--- src/rtl/ep_stall_pkg.sv ---
package ep_stall_pkg;
  typedef enum logic {
    DEC_ACCEPT = 1'b0,
    DEC_STALL  = 1'b1
  } dec_e;
endpackage

--- src/rtl/ep_stall_req_reg.sv ---
module ep_stall_req_reg #(
  parameter int NUM_EP = 16
) (
  input  logic              clk_i,
  input  logic              rst_ni,
  input  logic              we_i,
  input  logic [NUM_EP-1:0] wdata_i,
  input  logic              cfg_we_i,
  input  logic              cfg_auto_i,
  input  logic [NUM_EP-1:0] auto_clr_i,
  output logic [NUM_EP-1:0] req_o,
  output logic              auto_en_o
);
  logic [NUM_EP-1:0] req_q;
  logic              auto_q;

  for (genvar e = 0; e < NUM_EP; e++) begin : g_bit
    always_ff @(posedge clk_i or negedge rst_ni) begin
      if (!rst_ni)            req_q[e] <= 1'b0;
      else if (auto_clr_i[e]) req_q[e] <= 1'b0;  // auto-clear beats write
      else if (we_i)          req_q[e] <= wdata_i[e];
    end


    req_autoclr_chk: assert property (@(posedge clk_i) disable iff (!rst_ni)
      auto_clr_i[e] |=> !req_q[e]);
  end

  always_ff @(posedge clk_i or negedge rst_ni) begin
    if (!rst_ni)       auto_q <= 1'b0;
    else if (cfg_we_i) auto_q <= cfg_auto_i;
  end

  assign req_o     = req_q;
  assign auto_en_o = auto_q;
endmodule

--- src/rtl/ep_stall_halt.sv ---
module ep_stall_halt #(
  parameter int NUM_EP = 16
) (
  input  logic              clk_i,
  input  logic              rst_ni,
  input  logic [NUM_EP-1:0] clr_i,
  input  logic [NUM_EP-1:0] set_i,
  output logic [NUM_EP-1:0] halt_eff_o
);
  logic [NUM_EP-1:0] halt_q;

  // clear is applied before the transaction in the same cycle
  assign halt_eff_o = halt_q & ~clr_i;

  for (genvar e = 0; e < NUM_EP; e++) begin : g_flag
    always_ff @(posedge clk_i or negedge rst_ni) begin
      if (!rst_ni) halt_q[e] <= 1'b0;
      else         halt_q[e] <= halt_eff_o[e] | set_i[e];
    end


    halt_hold_chk: assert property (@(posedge clk_i) disable iff (!rst_ni)
      halt_q[e] && !clr_i[e] |=> halt_q[e]);

    halt_set_chk: assert property (@(posedge clk_i) disable iff (!rst_ni)
      !halt_q[e] && !set_i[e] |=> !halt_q[e]);
  end
endmodule

--- src/rtl/ep_stall_decide.sv ---
module ep_stall_decide
  import ep_stall_pkg::*;
#(
  parameter int NUM_EP = 16,
  parameter int EPW    = $clog2(NUM_EP)
) (
  input  logic              clk_i,
  input  logic              rst_ni,
  input  logic              txn_valid_i,
  input  logic [EPW-1:0]    txn_ep_i,
  input  logic [NUM_EP-1:0] halt_eff_i,
  input  logic [NUM_EP-1:0] req_i,
  input  logic              auto_en_i,
  output logic [NUM_EP-1:0] set_o,
  output logic [NUM_EP-1:0] auto_clr_o,
  output logic              dec_valid_o,
  output logic              dec_stall_o,
  output logic [EPW-1:0]    dec_ep_o
);
  logic halt_sel, req_sel, req_hit;
  dec_e dec_d;

  assign halt_sel = halt_eff_i[txn_ep_i];
  assign req_sel  = req_i[txn_ep_i];
  assign req_hit  = txn_valid_i && !halt_sel && req_sel;
  assign dec_d    = (halt_sel || req_sel) ? DEC_STALL : DEC_ACCEPT;

  always_comb begin
    set_o      = '0;
    auto_clr_o = '0;
    set_o[txn_ep_i]      = req_hit;
    auto_clr_o[txn_ep_i] = req_hit && auto_en_i;
  end

  always_ff @(posedge clk_i or negedge rst_ni) begin
    if (!rst_ni) begin
      dec_valid_o <= 1'b0;
      dec_stall_o <= 1'b0;
      dec_ep_o    <= '0;
    end else begin
      dec_valid_o <= txn_valid_i;
      if (txn_valid_i) begin
        dec_stall_o <= dec_d;
        dec_ep_o    <= txn_ep_i;
      end
    end
  end


  dec_latency_chk: assert property (@(posedge clk_i) disable iff (!rst_ni)
    txn_valid_i |=> dec_valid_o && dec_ep_o == $past(txn_ep_i));

  dec_idle_chk: assert property (@(posedge clk_i) disable iff (!rst_ni)
    !txn_valid_i |=> !dec_valid_o);

  autoclr_onehot_chk: assert property (@(posedge clk_i) disable iff (!rst_ni)
    $onehot0(auto_clr_o) && ((auto_clr_o & ~set_o) == '0));
endmodule

--- src/rtl/ep_stall_ctrl.sv ---
module ep_stall_ctrl #(
  parameter int NUM_EP = 16,
  parameter int EPW    = $clog2(NUM_EP)
) (
  input  logic              clk_i,
  input  logic              rst_ni,
  input  logic              sw_req_we_i,
  input  logic [NUM_EP-1:0] sw_req_wdata_i,
  input  logic              sw_cfg_we_i,
  input  logic              sw_auto_clr_i,
  input  logic              txn_valid_i,
  input  logic [EPW-1:0]    txn_ep_i,
  input  logic              clr_feat_i,
  input  logic [EPW-1:0]    clr_feat_ep_i,
  input  logic              setup_i,
  output logic              dec_valid_o,
  output logic              dec_stall_o,
  output logic [EPW-1:0]    dec_ep_o,
  output logic [NUM_EP-1:0] req_o,
  output logic              auto_clr_en_o
);
  logic [NUM_EP-1:0] clr_vec, set_vec, auto_clr_vec, halt_eff, req_q;
  logic              auto_en;

  for (genvar e = 0; e < NUM_EP; e++) begin : g_clr
    if (e == 0) begin : g_ep0
      assign clr_vec[e] = (clr_feat_i && clr_feat_ep_i == EPW'(e)) || setup_i;
    end else begin : g_epn
      assign clr_vec[e] = clr_feat_i && clr_feat_ep_i == EPW'(e);
    end
  end

  ep_stall_req_reg #(.NUM_EP(NUM_EP)) u_req (
    .clk_i      (clk_i),
    .rst_ni     (rst_ni),
    .we_i       (sw_req_we_i),
    .wdata_i    (sw_req_wdata_i),
    .cfg_we_i   (sw_cfg_we_i),
    .cfg_auto_i (sw_auto_clr_i),
    .auto_clr_i (auto_clr_vec),
    .req_o      (req_q),
    .auto_en_o  (auto_en)
  );

  ep_stall_halt #(.NUM_EP(NUM_EP)) u_halt (
    .clk_i      (clk_i),
    .rst_ni     (rst_ni),
    .clr_i      (clr_vec),
    .set_i      (set_vec),
    .halt_eff_o (halt_eff)
  );

  ep_stall_decide #(.NUM_EP(NUM_EP), .EPW(EPW)) u_dec (
    .clk_i       (clk_i),
    .rst_ni      (rst_ni),
    .txn_valid_i (txn_valid_i),
    .txn_ep_i    (txn_ep_i),
    .halt_eff_i  (halt_eff),
    .req_i       (req_q),
    .auto_en_i   (auto_en),
    .set_o       (set_vec),
    .auto_clr_o  (auto_clr_vec),
    .dec_valid_o (dec_valid_o),
    .dec_stall_o (dec_stall_o),
    .dec_ep_o    (dec_ep_o)
  );

  assign req_o         = req_q;
  assign auto_clr_en_o = auto_en;


  setup_ep0_chk: assert property (@(posedge clk_i) disable iff (!rst_ni)
    setup_i |-> !halt_eff[0]);

  rst_state_chk: assert property (@(posedge clk_i) disable iff (!rst_ni)
    $rose(rst_ni) |-> req_q == '0 && !auto_en);
endmodule

--- config.mk ---
export PLATFORM = sky130hd
export DESIGN_NAME = ep_stall_ctrl
export DESIGN_NICKNAME = d
export VERILOG_FILES = /design/src/rtl/ep_stall_pkg.sv /design/src/rtl/ep_stall_req_reg.sv /design/src/rtl/ep_stall_halt.sv /design/src/rtl/ep_stall_decide.sv /design/src/rtl/ep_stall_ctrl.sv
export SDC_FILE = /design/constraint.sdc
export NUM_CORES = 1
export LEC_CHECK = 0
export ABC_AREA = 1
export CELL_PAD_IN_SITES_DETAIL_PLACEMENT = 1
export CELL_PAD_IN_SITES_GLOBAL_PLACEMENT = 1
export CORE_MARGIN = 5
export CORE_UTILIZATION = 39
export DETAILED_ROUTE_END_ITERATION = 16
export GPL_ROUTABILITY_DRIVEN = 1
export GPL_TIMING_DRIVEN = 1
export PLACE_DENSITY_LB_ADDON = 0.1
export SYNTH_ARGS = -nofsm -noshare
export SYNTH_HDL_FRONTEND = slang
export SYNTH_SLANG_ARGS = --single-unit
export TNS_END_PERCENT = 100
--- constraint.sdc ---
create_clock -name clk_i -period 2.2 [get_ports clk_i]
set_input_delay 0.66 -clock clk_i [delete_from_list [all_inputs] [get_ports clk_i]]
set_output_delay 0.66 -clock clk_i [all_outputs]
set_load 0.05 [all_outputs]
==> impl_metrics.tcl <==
set metrics [dict create \
    portBuffers 54 \
    tns_ns 0 \
    synth_top_family_by_area "simple AND/OR/NAND/NOR gates" \
    antenna_found_initial 0 \
    cp_max_fo 3 \
    p_seq_share_pct 38.2 \
    holdCritPathClass "primary input to asynchronous set/reset pin" \
    drive_above_1_share_pct 36.84 \
    die_area_mm2 0.007533 \
    max-cap-violations 0 \
    p_comb_share_pct 35.8 \
    fmax_mhz 457.0 \
    drt_pass1_iterations 4 \
    clk_latency_ns 0.31 \
    arrival_ns 1.53 \
    place.gp.congestion 0.8635 \
    maxSlewHeadroom_pct 51.65 \
    finalCritPeriodShare_pct 99.46 \
    die_width_um 86.79 \
    powerDensity_mw_per_mm2 672.1 \
    root_buffer "clkbuf_8" \
    via_count 2598 \
    core_mm2 0.005816 \
    synth_edf_count 0 \
    start_kind "register" \
    fillers 699 \
    maxSlewViolCount 0 \
    yosys_warnings 0 \
    clkPwrFrac_pct 26.0 \
    fin_worst_skew_ns 0.01029 \
    ir_drop_v 0.0003376 \
    final_hold_viol_count 0 \
    multi_input_area_mm2 0.001257 \
    grt_pass1_wl_mm 14.03 \
    fin_cells 474 \
    synth_mux_area_share_pct 8.324 \
    critical_path_class "register to primary output" \
    syn-num-nets 322 \
    synth_simple_gate_area_share_pct 35.42 \
    crit_required_ns 1.54 \
    remaining_drc_errors 0 \
    grt_use_total_pct 24.41 \
    nNetsFinal 430 \
    power.leakage_nw 1.768 \
    grt_max_degree 24 \
    synth_compound_area_share_pct 4.679 \
    synth_fa_ha_area_share_pct 0 \
    synth_seq_cells 39 \
    final_cell_mix "nand2_1, buf_4, dfrtp_1" \
    syn_area_mm2 0.002300 \
    fin_util_pct 62.18 \
    dp.cells 456 \
    area_delta_synth_final_pct 57.24 \
    post-dp-hpwl_mm 6.266 \
    timing.hold.ws_ns 0.3211 \
    rsz0062_at_grt "yes" \
    cts_buffer_depth 2 \
    final_common_cell "nand2_1" \
    worstPathCellList "clkdlybuf4s50_1" \
    crit_path_max_incr_delay_ns 0.83 \
    avgRoutedWirePerCell_um 20.22 \
    row_count 28 \
    numCtsBuffers 5 \
    totalWireLength_mm 9.582 \
    drt_iter0_drc 139 \
    synth_cell_types 24 \
    switching_share_pct 36.68 \
    period_minus_slack_ns 2.188 \
    crit_family "buffers and inverters" \
    cts.reportedPaths.clkPinSlew_ns 0.08 \
    seq_area_um2 975.9 \
    synth_top_area_share_pct 42.44 \
    setup_violations 0 \
    start_util_pct 39.54 \
    crit_slowest_cell "clkdlybuf4s50_1" \
    clock-sinks 39 \
    ant_nets 0 \
    crit_buf_inv 1 \
    grt_pass1_vias 2756 \
    fin_ws_ns 0.01190 \
    crit_path_end_kind "primary output" \
    antenna_cells 0 \
    outcome "finished clean" \
    post-place-ws_ns -0.6303 \
    synth-async-reset-ratio_pct 100.0 \
    synthCells 290 \
    synthTopCellsByArea "dfrtp_1, nand2_1, nand3_1" \
    htreeDepth 2 \
    tightest_slew_ns 0.7252 \
    cts_tree "built" \
    fp.dieH_um 86.79 \
    overflow 0 \
    ys.flop_type "dfrtp_1" \
    synth_top_area_cell "dfrtp_1" \
    synth-seq-area-share_pct 42.44 \
    io_pins 55 \
    routed_via_density 5.481 \
    p_int_mw 1.539 \
    hold_buffers 0 \
    synth_xor_area_share_pct 0 \
    synth.avg_cell_area_um2 7.930 \
    p_switching_mw 0.8915 \
]
## cells in the mapped netlist (8+ instances only)
cell     instances
dfrtp_1         39
inv_1           28
mux2_2          17
nand2_1         70
nand3_1         42
nand4_1         16
nor2_1          20
nor2_2           9
o22ai_1          8
## cell families after synthesis
group,count (synthesis)
simple gates,168
buf+inv,47
flops,39
compound gates,19
mux,17
## path summary, 6_finish.rpt
check | from | end | slack, ns | cells after the start
max in group asynchronous | rst_ni | u_halt.halt_q[2] | 1.36 | 2
min reg2reg | u_halt.halt_q[13] | u_halt.halt_q[13] | 0.49 | 2
max reg2reg | u_req.req_o[1] | u_req.req_o[8] | 0.46 | 8
min in group clk_i | u_halt.halt_q[13] | u_halt.halt_q[13] | 0.49 | 2
max | u_req.req_o[8] | req_o[8] | 0.01 | 1
min | rst_ni | u_halt.halt_q[3] | 0.32 | 1
## power by group through the flow
stage	clock [mW]	combinational [mW]	sequential, mW
after global placement	0	0.738	0.927
final	0.631	0.870	0.929
after detailed placement	0	0.763	0.935
after floorplan	0	0.294	1.06
after global routing	0.665	0.922	0.942
after CTS	0.636	0.817	0.921
## layer usage
metal / global-route usage [%] / wire [um]
met5: 0 / 0
met4: 9.773 / 370
met3: 3.232 / 433
met2: 42.10 / 4962
met1: 30.62 / 3816
## layout make-up
cell class | count | share of cell area (%)
clock inverter | 3 | 1.211
tap | 75 | 2.595
clock buffer | 5 | 1.903
timing repair buffer | 112 | 28.58
inverter | 36 | 3.945
sequential | 39 | 26.99
multi-input combinational | 204 | 34.78
## stage by stage
step                      total power [mW]  cell area (um2)
after floorplan                      1.354             2300
after global placement               1.666             3258
after detailed placement             1.698             3258
after CTS                            2.375             3523
after global routing                 2.529             3616
final                                2.430             3616
## registers in the layout (all words and copies together) (netlist names)
signal / cells
u_dec.dec_ep_o: 4
u_dec.dec_stall_o: 1
u_dec.dec_valid_o: 1
u_halt.halt_q: 16
u_req.auto_en_o: 1
u_req.req_o: 16
## timing repair
item / in CTS / in global routing
pin swaps: 10 / 23
gates resized for setup: 44 / 34
setup buffers: 4 / 4
cloned: 1 / 1
setup endpoints to repair: 34 / 34
(Power assumes the default switching activity.)
